--- src/rtl/serrx_pkg.sv ---
package serrx_pkg;
  localparam int CHAR_W   = 8;
  localparam int MIN_BITS = 5;
  localparam int LEN_W    = 2;
  localparam int IDX_W    = $clog2(CHAR_W + 1);

  typedef enum logic [1:0] {
    PAR_NONE = 2'd0,
    PAR_EVEN = 2'd1,
    PAR_ODD  = 2'd2,
    PAR_MARK = 2'd3
  } par_mode_e;

  typedef enum logic [2:0] {
    S_IDLE,
    S_START,
    S_DATA,
    S_PARITY,
    S_STOP,
    S_RESYNC,
    S_BRKWAIT
  } rx_state_e;

  // number of data bits selected by a length code
  function automatic int char_bits(input logic [LEN_W-1:0] code);
    return MIN_BITS + int'(code);
  endfunction

  // shift register fills from the top; move the character down to bit 0
  function automatic logic [CHAR_W-1:0] align_char(input logic [CHAR_W-1:0] sh,
                                                   input logic [LEN_W-1:0] code);
    return sh >> (CHAR_W - char_bits(code));
  endfunction

  function automatic logic parity_bad(input logic [CHAR_W-1:0] d,
                                      input logic pbit,
                                      input par_mode_e mode);
    case (mode)
      PAR_EVEN: return (^d) ^ pbit;
      PAR_ODD:  return ~((^d) ^ pbit);
      PAR_MARK: return ~pbit;
      default:  return 1'b0;
    endcase
  endfunction

  function automatic logic upper_clear(input logic [CHAR_W-1:0] d,
                                       input logic [LEN_W-1:0] code);
    return (d >> char_bits(code)) == '0;
  endfunction
endpackage

--- src/rtl/serrx_sync.sv ---
module serrx_sync #(
  parameter int   STAGES   = 2,
  parameter logic IDLE_LVL = 1'b1
) (
  input  logic clk,
  input  logic rst_n,
  input  logic din,
  output logic dout
);
  generate
    if (STAGES <= 1) begin : g_one
      logic q;
      always_ff @(posedge clk or negedge rst_n) begin
        if (!rst_n) q <= IDLE_LVL;
        else        q <= din;
      end
      assign dout = q;
    end else begin : g_chain
      logic [STAGES-1:0] q;
      always_ff @(posedge clk or negedge rst_n) begin
        if (!rst_n) q <= {STAGES{IDLE_LVL}};
        else        q <= {q[STAGES-2:0], din};
      end
      assign dout = q[STAGES-1];
    end
  endgenerate
endmodule

--- src/rtl/serrx_bitclk.sv ---
module serrx_bitclk #(
  parameter int OVERSAMPLE = 16
) (
  input  logic clk,
  input  logic rst_n,
  input  logic tick,
  input  logic clear,
  output logic mid_hit,
  output logic full_hit
);
  localparam int CNT_W = $clog2(OVERSAMPLE);
  localparam int HALF  = OVERSAMPLE / 2;

  logic [CNT_W-1:0] cnt;

  assign mid_hit  = tick && (cnt == CNT_W'(HALF - 1));
  assign full_hit = tick && (cnt == CNT_W'(OVERSAMPLE - 1));

  always_ff @(posedge clk or negedge rst_n) begin
    if (!rst_n)      cnt <= '0;
    else if (clear)  cnt <= '0;
    else if (tick)   cnt <= full_hit ? '0 : cnt + 1'b1;
  end

  // a bit-period boundary always restarts the phase count
  assert_phase_wrap_R3: assert property (@(posedge clk) disable iff (!rst_n)
    full_hit |=> (cnt == '0));
endmodule

--- src/rtl/serrx_asm.sv ---
module serrx_asm
  import serrx_pkg::*;
(
  input  logic              clk,
  input  logic              rst_n,
  input  logic              clear,
  input  logic              shift_en,
  input  logic              cap_par,
  input  logic              bit_in,
  input  logic [LEN_W-1:0]  len_code,
  output logic [CHAR_W-1:0] data_out,
  output logic              last_bit,
  output logic              par_bit,
  output logic              all_low
);
  logic [CHAR_W-1:0] sh;
  logic [IDX_W-1:0]  idx;

  always_ff @(posedge clk or negedge rst_n) begin
    if (!rst_n) begin
      sh      <= '0;
      idx     <= '0;
      par_bit <= 1'b0;
    end else if (clear) begin
      sh      <= '0;
      idx     <= '0;
      par_bit <= 1'b0;
    end else begin
      if (shift_en) begin
        sh  <= {bit_in, sh[CHAR_W-1:1]};
        idx <= idx + 1'b1;
      end
      if (cap_par) par_bit <= bit_in;
    end
  end

  assign last_bit = (idx == IDX_W'(char_bits(len_code) - 1));
  assign data_out = align_char(sh, len_code);
  assign all_low  = (sh == '0) && !par_bit;

  // the controller never shifts past the configured length
  assert_len_bound_R4: assert property (@(posedge clk) disable iff (!rst_n)
    shift_en |-> (idx < IDX_W'(char_bits(len_code))));
endmodule

--- src/rtl/uart_brk_rx.sv ---
module uart_brk_rx
  import serrx_pkg::*;
#(
  parameter int OVERSAMPLE  = 16,
  parameter int SYNC_STAGES = 2
) (
  input  logic              clk,
  input  logic              rst_n,
  input  logic              tick16,
  input  logic              enable,
  input  logic              rx_line,
  input  logic [LEN_W-1:0]  cfg_len,
  input  logic [1:0]        cfg_parity,
  output logic              char_valid,
  output logic [CHAR_W-1:0] char_data,
  output logic              err_parity,
  output logic              err_frame,
  output logic              rx_break
);
  rx_state_e         state, state_d;
  par_mode_e         par_mode;
  logic              par_en;
  logic              line_s, line_q;
  logic              clk_clear, asm_clear, shift_en, cap_par, emit;
  logic              mid_hit, full_hit;
  logic [CHAR_W-1:0] asm_data;
  logic              last_bit, par_bit, all_low;

  // named internal events
  logic start_edge, false_start, brk_seen, resync_go;

  assign par_mode = par_mode_e'(cfg_parity);
  assign par_en   = (par_mode != PAR_NONE);

  serrx_sync #(.STAGES(SYNC_STAGES), .IDLE_LVL(1'b1)) u_sync (
    .clk   (clk),
    .rst_n (rst_n),
    .din   (rx_line),
    .dout  (line_s)
  );

  serrx_bitclk #(.OVERSAMPLE(OVERSAMPLE)) u_bitclk (
    .clk      (clk),
    .rst_n    (rst_n),
    .tick     (tick16),
    .clear    (clk_clear),
    .mid_hit  (mid_hit),
    .full_hit (full_hit)
  );

  serrx_asm u_asm (
    .clk      (clk),
    .rst_n    (rst_n),
    .clear    (asm_clear),
    .shift_en (shift_en),
    .cap_par  (cap_par),
    .bit_in   (line_s),
    .len_code (cfg_len),
    .data_out (asm_data),
    .last_bit (last_bit),
    .par_bit  (par_bit),
    .all_low  (all_low)
  );

  // line level seen at the previous tick, for edge search
  always_ff @(posedge clk or negedge rst_n) begin
    if (!rst_n)      line_q <= 1'b1;
    else if (tick16) line_q <= line_s;
  end

  assign start_edge  = tick16 && line_q && !line_s;
  assign false_start = (state == S_START) && mid_hit && line_s;
  assign brk_seen    = (state == S_STOP) && full_hit && !line_s && all_low;
  assign resync_go   = (state == S_RESYNC) && mid_hit && !line_s;

  always_comb begin
    state_d   = state;
    clk_clear = 1'b0;
    asm_clear = 1'b0;
    shift_en  = 1'b0;
    cap_par   = 1'b0;
    emit      = 1'b0;
    if (!enable) begin
      state_d   = S_IDLE;
      clk_clear = 1'b1;
      asm_clear = 1'b1;
    end else begin
      case (state)
        S_IDLE: begin
          clk_clear = 1'b1;
          if (start_edge) begin
            state_d   = S_START;
            asm_clear = 1'b1;
          end
        end
        S_START: begin
          if (mid_hit) begin
            clk_clear = 1'b1;
            state_d   = line_s ? S_IDLE : S_DATA;
          end
        end
        S_DATA: begin
          if (full_hit) begin
            shift_en = 1'b1;
            if (last_bit) state_d = par_en ? S_PARITY : S_STOP;
          end
        end
        S_PARITY: begin
          if (full_hit) begin
            cap_par = 1'b1;
            state_d = S_STOP;
          end
        end
        S_STOP: begin
          if (full_hit) begin
            emit      = 1'b1;
            clk_clear = 1'b1;
            if (line_s)              state_d = S_IDLE;
            else if (all_low)        state_d = S_BRKWAIT;
            else if (asm_data != '0) state_d = S_RESYNC;
            else                     state_d = S_IDLE;
          end
        end
        S_RESYNC: begin
          if (mid_hit) begin
            clk_clear = 1'b1;
            if (resync_go) begin
              state_d   = S_START;
              asm_clear = 1'b1;
            end else begin
              state_d   = S_IDLE;
            end
          end
        end
        S_BRKWAIT: begin
          clk_clear = !line_s;
          if (mid_hit && line_s) state_d = S_IDLE;
        end
        default: state_d = S_IDLE;
      endcase
    end
  end

  always_ff @(posedge clk or negedge rst_n) begin
    if (!rst_n) state <= S_IDLE;
    else        state <= state_d;
  end

  always_ff @(posedge clk or negedge rst_n) begin
    if (!rst_n) begin
      char_valid <= 1'b0;
      char_data  <= '0;
      err_parity <= 1'b0;
      err_frame  <= 1'b0;
      rx_break   <= 1'b0;
    end else begin
      char_valid <= emit;
      if (emit) begin
        char_data  <= asm_data;
        err_frame  <= !line_s;
        rx_break   <= brk_seen;
        err_parity <= par_en && !brk_seen && parity_bad(asm_data, par_bit, par_mode);
      end
    end
  end

  // character strobe is a single-cycle pulse
  assert_strobe_single_R3: assert property (@(posedge clk) disable iff (!rst_n)
    char_valid |=> !char_valid);

  // bits above the configured length are zero
  assert_upper_zero_R4: assert property (@(posedge clk) disable iff (!rst_n)
    char_valid |-> upper_clear(char_data, cfg_len));

  // no parity error without a parity bit
  assert_noparity_clean_R5: assert property (@(posedge clk) disable iff (!rst_n)
    (char_valid && cfg_parity == 2'd0) |-> !err_parity);

  // a break character is zero with the frame flag and no parity flag
  assert_break_shape_R8: assert property (@(posedge clk) disable iff (!rst_n)
    (char_valid && rx_break) |-> (char_data == '0 && err_frame && !err_parity));

  // a high sample at the start check returns to the search
  assert_false_start_R2: assert property (@(posedge clk) disable iff (!rst_n)
    (false_start && enable) |=> (state == S_IDLE));

  // low line keeps the break wait going
  assert_brkwait_hold_R9: assert property (@(posedge clk) disable iff (!rst_n)
    (state == S_BRKWAIT && !line_s && enable) |=> (state == S_BRKWAIT));

  // a disabled receiver sits idle and emits nothing
  assert_disable_idle_R11: assert property (@(posedge clk) disable iff (!rst_n)
    !enable |=> (state == S_IDLE && !char_valid));

  // results move only with the strobe
  assert_hold_between_R12: assert property (@(posedge clk) disable iff (!rst_n)
    !char_valid |-> $stable({char_data, err_parity, err_frame, rx_break}));
endmodule

--- config.mk ---
export PLATFORM = sky130hd
export DESIGN_NAME = uart_brk_rx
export DESIGN_NICKNAME = d
export VERILOG_FILES = /design/src/rtl/serrx_pkg.sv /design/src/rtl/serrx_sync.sv /design/src/rtl/serrx_bitclk.sv /design/src/rtl/serrx_asm.sv /design/src/rtl/uart_brk_rx.sv
export SDC_FILE = /design/constraint.sdc
export NUM_CORES = 1
export LEC_CHECK = 0
export ABC_AREA = 1
export BUFFER_PORTS_ARGS = -buffer_cell sky130_fd_sc_hd__buf_2
export CAP_MARGIN = 30
export CORE_ASPECT_RATIO = 0.6
export CORE_MARGIN = 4
export CORE_UTILIZATION = 35
export DETAILED_ROUTE_END_ITERATION = 16
export PLACE_DENSITY = 0.5
export SLEW_MARGIN = 20
export SYNTH_ARGS = -nofsm -noshare
export SYNTH_HDL_FRONTEND = slang
export SYNTH_SLANG_ARGS = --single-unit
--- constraint.sdc ---
create_clock -name clk -period 2.13 [get_ports clk]
set_input_delay 0.426 -clock clk [delete_from_list [all_inputs] [get_ports clk]]
set_output_delay 0.426 -clock clk [all_outputs]
set_load 0.01 [all_outputs]
==> results of run 1 <==
[cells by family after synthesis]
group                      after synthesis
AOI/OAI and AO/OA                       41
xor gates and xnor gates                 2
DFF                                     35
buffers and inverters                   55
and+or+nand+nor                        174
adders and majority gates                8
[worst reg2reg max path: cells and delay by family, from the launching register on]
| family | cells | cell delay, ns |
|---|---|---|
| simple gates | 8 | 0.60 |
| flops | 1 | 0.37 |
| buf+inv | 1 | 0.12 |
| compound gates | 1 | 0.22 |
| fa+ha+maj | 1 | 0.38 |
| xor+xnor | 1 | 0.22 |
[registers in the layout, indices dropped and copies added, names as in the netlist]
register          flops
char_data             8
char_valid            1
err_frame             1
err_parity            1
line_q                1
rx_break              1
state                 3
u_asm.idx             4
u_asm.par_bit         1
u_asm.sh              8
u_bitclk.cnt          4
u_sync.g_chain.q      2
[path summary, 6_finish.rpt]
check	start	endpoint	slack, ns	cells past startpoint
worst max-delay path	cfg_len[0]	err_parity$_DFFE_PN0P_	0.08	19
worst min-delay path	rst_n	char_data[6]$_DFFE_PN0P_	0.07	1
worst max register to register	u_asm.sh[7]$_DFFE_PN0P_	err_parity$_DFFE_PN0P_	0.14	12
worst min register to register	u_sync.g_chain.q[0]$_DFF_PN1_	u_sync.g_chain.q[1]$_DFF_PN1_	0.36	0
max in group asynchronous	rst_n	line_q$_DFFE_PN1P_	1.53	2
min in group clk	rx_line	u_sync.g_chain.q[0]$_DFF_PN1_	0.23	1
[layout make-up]
cell class,instances,area [µm²],share of cell area
Tap cell,84,105,0.0372
Clock inverter,3,20.0,0.00709
Inverter,49,189,0.0669
Clock buffer,5,68.8,0.0244
Multi-Input combinational cell,226,1300,0.460
Sequential cell,35,880,0.312
Timing Repair Buffer,39,262,0.0926
[routing by layer]
layer,part of all wire,up-vias,GRT usage
li1,-,1076,-
met1,0.56,966,0.223
met2,0.38,42,0.189
met3,0.059,2,0.0390
met4,0.0047,0,0.0360
met5,0,-,0
[cell usage in the layout (no fill, tap or decap), types with 2 or more instances in the layout]
master / count
a21oi_1: 5
buf_2: 19
buf_4: 18
clkbuf_8: 5
clkinvlp_4: 2
dfrtp_1: 32
dfstp_2: 3
ha_1: 5
ha_4: 3
inv_1: 44
inv_2: 3
inv_4: 2
nand2_1: 81
nand2_2: 12
nand2_4: 5
nand3_1: 15
nand3_2: 5
nand4_1: 4
nor2_1: 35
nor2_2: 7
nor2_4: 4
nor3_1: 4
nor3_2: 2
o21ai_0: 11
o21ai_1: 13
o21ai_2: 2
o22ai_1: 2
o31ai_2: 5
[repair_timing]
action | 4_1_cts | 5_1_grt
setup buffers | 0 | 3
gates resized for setup | 0 | 36
hold endpoints to repair | 0 | 0
endpoints found under the setup margin | 0 | 3
[power by group]
| part | internal [mW] | switching [mW] | leakage, nW | total (mW) |
|---|---|---|---|---|
| Sequential | 0.688 | 0.0319 | 0.477 | 0.720 |
| Clock | 0.228 | 0.270 | 0.0402 | 0.498 |
| Combinational | 0.169 | 0.302 | 0.841 | 0.470 |
[through the flow]
| stage | util | setup TNS [ns] | setup WS, ns | instances | hold slack, ns |
|---|---|---|---|---|---|
| after floorplan | - | 0 | 0.0167 | 315 | 0.130 |
| after global placement | 0.416 | -0.759 | -0.267 | 429 | 0.346 |
| after detailed placement | 0.416 | -0.864 | -0.318 | 429 | 0.348 |
| after CTS | 0.430 | 0 | 0.00342 | 437 | 0.0788 |
| after global routing | 0.456 | -0.0263 | -0.0263 | 441 | 0.0952 |
| final | 0.456 | 0 | 0.0842 | 441 | 0.0693 |
==> metrics.txt, run 1 <==
Syn. warnings=0; Post-Syn Area=0.00227 mm²; worst hold path class=in -> async; CP Cell Sequence=buf_2 -> ha_4 -> inv_4 -> nand2_4 -> o22ai_1 -> nor2_1 -> inv_1 -> ha_4 -> inv_1 -> nand2_1 -> nand2_2 -> inv_2 -> nand2_2 -> nand2_2 -> nand2_2 -> nand2_1 -> nand2_1 -> nand3_2 -> nand2_2; layout cells sized above 1=0.291; Area after DPL=0.00257 mm²; RSZ-0062 raised after global routing=true; CP endpoint kind=register; Synth area leaders=dfrtp_1 (35%), nand2_1 (15%), inv_1 (7.6%); Synth top area share=0.353; VDD IR-drop max=0.237 mV; most used cell along the critical path=nand2_2; Max Clock Skew=0.0104 ns; mux cell area share after synthesis=0; Tcrit/Tclk final=0.960; Cells after Synth=315; initial antenna violation count=0; PD cells=598 mW/mm²; most numerous cell in the Yosys netlist=nand2_1; number of synthesized register bits=35; total CTS buffers=5; Final ANT Viol Nets=0; simple-gate portion of the synthesized area=0.344; Avg Inst Size Synth=7.20 µm²; drt wl/cell=12.6 µm; worst slew pin tran=0.454 ns; post-synthesis compound-gate area fraction=0.116; Worst setup SP type=primary input; Iteration-0 DRC Markers=131; # diodes=0; Slew HR=0.697; Tot Pwr=1.69 mW; Syn Nets=332; max-cap violation count=0; FP Rows=22; kind of critical path=in -> reg; htree depth=2; Final Max Slew Viols=0; Die Ht=70.4 µm; Critical Path RT=2.32 ns; CTS max path bufs=2; CP Buf/Inv Count=5; cts hold-fix bufs=0; Initial Utilization=0.366; Ports=21; Via density=4.73; Synth Area in Adders=0.0441; WP data arrival=2.24 ns; clock-pin slew on the worst setup and hold paths=0.08 ns; Finish-stage setup viols=0; Final Cell Area=0.00282 mm²; EDFF count, synth=0; post-synthesis xor/xnor area fraction=0.00772; highest-delay cell along the critical path=ha_4; crit path time final=2.05 ns; GRT overflow=0; clk sink count=35; DR pass1 iterations=4; final WL=5550 µm; CORE AREA=0.00619 mm²; die width=112 µm; post-synthesis sequential area ratio=0.388; FFs w/ async S/R, synth=1.00; PortBufs=20; Layout area overhead=24.4%; status=complete, no violations; Filler cells=627; Max Freq=0.489 GHz; first-pass GRT wire length=8970 µm; biggest area consumer among synthesized cells=dfrtp_1; Netlist cell types=28; clk_lat worst skew=0.29 ns; slowest stage delay, CP=0.30 ns; # DRC=0; prevailing post-synth register cell=dfrtp_1; largest net degree at the start of global routing=24; vias in the first global route=1842; CTS tree=yes; post-detail-place hpwl=4160 µm; top cells by count, synth=nand2_1 (90), inv_1 (46), nor2_1 (38); leakage power=1.36 nW; Hold Vio Cnt, Final=0; total track usage=0.143; vias=2086; Worst Path Max Fanout=5; main combinational cell family by area after synthesis=simple AND/OR/NAND/NOR gates; nets=373; root buffer cell=clkbuf_8; Die ar.=0.00788 mm²; delay-heaviest family, CP=simple AND/OR/NAND/NOR gates; placer congestion estimate=0.857
Power figures use the tool's default switching activity.
==> run 2: changes to the inputs <==
--- a/config.mk
+++ b/config.mk
@@ -5,7 +5,6 @@
 export SDC_FILE = /design/constraint.sdc
 export NUM_CORES = 1
 export LEC_CHECK = 0
-export ABC_AREA = 1
 export BUFFER_PORTS_ARGS = -buffer_cell sky130_fd_sc_hd__buf_2
 export CAP_MARGIN = 30
 export CORE_ASPECT_RATIO = 0.6
==> run 2 against run 1 <==
The flow now finishes with violations (negative setup slack). Combinational power shrank 4.9%. Total power down 1.4%. Critical endpoint unchanged. Clock power fell by 5.8%. Worst hold slack better by 0.025 ns. Clock skew is essentially flat. Synthesized cell count is 30% lower.
==> metrics.txt, run 2 <==
post-synthesis xor/xnor area fraction=0.0550 (+0.0473); # DRC=0 (unchanged); Avg Inst Size Synth=9.46 µm² (+31%); Synth Area in Adders=0.0483 (+0.00421); FP Rows=21 (-4.5%); crit path time final=2.28 ns (+0.237 ns); Ports=21 (unchanged); VDD IR-drop max=0.236 mV (-0.37%); Netlist cell types=47 (+68%); total track usage=0.139 (-0.00393); most frequent cells in the layout=buf_4 (41), nand2_1 (38), dfrtp_1 (30), buf_2 (18), o21ai_0 (16); Initial Utilization=0.367 (about the same); initial antenna violation count=0 (unchanged); storage element area=882 µm² (+0.28%); FFs w/ async S/R, synth=1.00 (unchanged); status=finished with violations; vias in the first global route=1500 (-19%); failing checks=negative setup slack; Tcrit/Tclk final=1.07 (+0.111); die width=107 µm (-4.1%); Synth area leaders=dfrtp_1 (39%), nand2_1 (6.9%), ha_1 (4.8%); vias=1700 (-19%); clk_lat worst skew=0.29 ns (about the same); Hold Vio Cnt, Final=0 (unchanged); slowest stage delay, CP=0.50 ns (+0.20 ns); worst hold path class=in -> async; GRT overflow=0 (unchanged); RSZ-0062 raised after global routing=true; post-detail-place hpwl=3460 µm (-17%); mux cell area share after synthesis=0.0937 (+0.0937); Cells after Synth=219 (-30%); CP Buf/Inv Count=2 (-3); CP Cell Sequence=buf_8 -> ha_4 -> mux4_2 -> inv_2 -> ha_4 -> xnor2_2 -> xnor2_1 -> mux2i_1 -> xnor2_1 -> a32o_1; Final Max Slew Viols=0 (unchanged); kind of critical path=in -> reg; PortBufs=20 (unchanged); CTS max path bufs=2 (unchanged); cts hold-fix bufs=0 (unchanged); Core Util, Final=0.467 (+0.0111); Final ANT Viol Nets=0 (unchanged); drt wl/cell=13.2 µm (+4.6%); EDFF count, synth=0 (unchanged); Tot Pwr=1.66 mW (-1.4%); Syn Nets=236 (-29%); CORE AREA=0.00565 mm² (-8.8%); Max Clock Skew=0.0108 ns (+0.000322 ns); WP data arrival=2.47 ns (+0.23 ns); prevailing post-synth register cell=dfrtp_1; Via density=4.80 (+1.5%); delay-heaviest family, CP=multiplexers; post-synthesis sequential area ratio=0.425 (+0.0370); PD cells=631 mW/mm² (+5.5%); most numerous cell in the Yosys netlist=nand2_1; CTS tree=yes; Place WS=-0.540 ns (-0.222 ns); top cells by count, synth=nand2_1 (38), dfrtp_1 (32), o21ai_0 (16); Max Freq=0.438 GHz (-10%); first-pass GRT wire length=7590 µm (-15%); htree depth=2 (unchanged); TNS Setup=-0.153 ns (-0.153 ns); Synth top area share=0.387 (+0.0337); Filler cells=550 (-12%); Worst setup SP type=primary input; clock-pin slew on the worst setup and hold paths=0.08 ns (about the same); DR pass1 iterations=4 (unchanged); root buffer cell=clkbuf_8; main combinational cell family by area after synthesis=simple AND/OR/NAND/NOR gates; Die ar.=0.00725 mm² (-7.9%); largest net degree at the start of global routing=24 (unchanged); Setup WS post-layout=-0.153 ns (-0.237 ns); Slew HR=0.659 (-0.0378); nets=290 (-22%); Syn. warnings=0 (unchanged); # diodes=0 (unchanged); number of synthesized register bits=35 (unchanged); commonest non-fill, non-tap cell in the layout=buf_4; highest-delay cell along the critical path=mux4_2; final WL=4660 µm (-16%); post-synthesis compound-gate area fraction=0.137 (+0.0213); placer congestion estimate=0.776 (-9.4%); Die Ht=67.6 µm (-4.0%); Worst Path Max Fanout=5 (unchanged); biggest area consumer among synthesized cells=dfrtp_1; clk sink count=35 (unchanged); layout cells sized above 1=0.321 (+0.0299); leakage power=1.22 nW (-11%); top flop regs=char_data x8, u_asm.sh x8; Iteration-0 DRC Markers=79 (-40%); Layout area overhead=27.4%; worst slew pin tran=0.511 ns (+0.0566 ns); CP endpoint kind=register; area occupied by multi-input gates=0.00110 mm² (-15%); total CTS buffers=5 (unchanged); max-cap violation count=0 (unchanged); Finish-stage setup viols=1 (+1); simple-gate portion of the synthesized area=0.187 (-0.157); Post-Syn Area=0.00207 mm² (-8.7%); Critical Path RT=2.32 ns (about the same)
## run 2: cell count changes after synthesis, sizes merged, moves of 7 or more
cell,before,now
nor2,46,15
inv,49,10
o21ai,26,17
xnor2,1,10
nand2,97,38
mux2i,0,7
nand3,20,5
a21oi,6,14
## run 2: what timing repair did
| action | in CTS | in global routing |
|---|---|---|
| setup endpoints to repair | 1 | 2 |
| pin swaps | 7 | 9 |
| resized for setup | 12 | 2 |
| setup buffers | 5 | 3 |
## run 2: routing by layer
metal,vias up,GRT usage,routed length [µm]
li1,876,-,-
met1,772,0.215,2710
met2,45,0.171,1560
met3,7,0.0449,313
met4,0,0.0526,73
met5,-,0,0
## run 2: layout make-up
class	instances	share of cell area
sequential	35	0.334
timing repair buffer	61	0.164
tap	80	0.0380
multi-input combinational	160	0.419
clock buffer	8	0.0304
inverter	10	0.0142
## run 2: final timing paths
path,start,endpoint,slack (ns),cells past startpoint
setup / recovery,cfg_len[1],err_parity$_DFFE_PN0P_,-0.15,10
hold / removal,rst_n,err_frame$_DFFE_PN0P_,0.09,1
setup reg to reg,u_asm.sh[3]$_DFFE_PN0P_,err_parity$_DFFE_PN0P_,-0.15,8
hold reg to reg,u_sync.g_chain.q[0]$_DFF_PN1_,u_sync.g_chain.q[1]$_DFF_PN1_,0.36,0
max in group asynchronous,rst_n,u_sync.g_chain.q[1]$_DFF_PN1_,1.43,2
min in group clk,rx_line,u_sync.g_chain.q[0]$_DFF_PN1_,0.23,1
## run 2: worst reg2reg max path: cells and delay by family, from the launching register on
family / cells / cell delay (ns)
xor gates and xnor gates: 3 / 0.44
muxes: 2 / 0.51
DFF: 1 / 0.45
adders and majority gates: 1 / 0.30
AOI/OAI and AO/OA: 2 / 0.48
## run 2: through the flow
step,cell area [µm²],hold slack [ns],instances
floorplan,2110,0.130,219
CTS,2620,0.111,351
finish,2640,0.0942,354
detailed placement,2480,0.347,338
global placement,2480,0.347,338
global route,2640,0.126,354
## run 2: power breakdown
group          total [mW]  switching [mW]  internal (mW)
Clock               0.469           0.237          0.232
Combinational       0.447           0.243          0.204
Sequential          0.748          0.0511          0.697
Total                1.66           0.531           1.13
## run 2: logic make-up (layout without fill, tap and decap cells)
group / after synthesis / in the layout
muxes: 13 / 13
and+or+nand+nor: 80 / 80
xor gates and xnor gates: 13 / 13
adders and majority gates: 8 / 8
AOI/OAI and AO/OA: 46 / 46
buffers and inverters: 24 / 79
DFF: 35 / 35
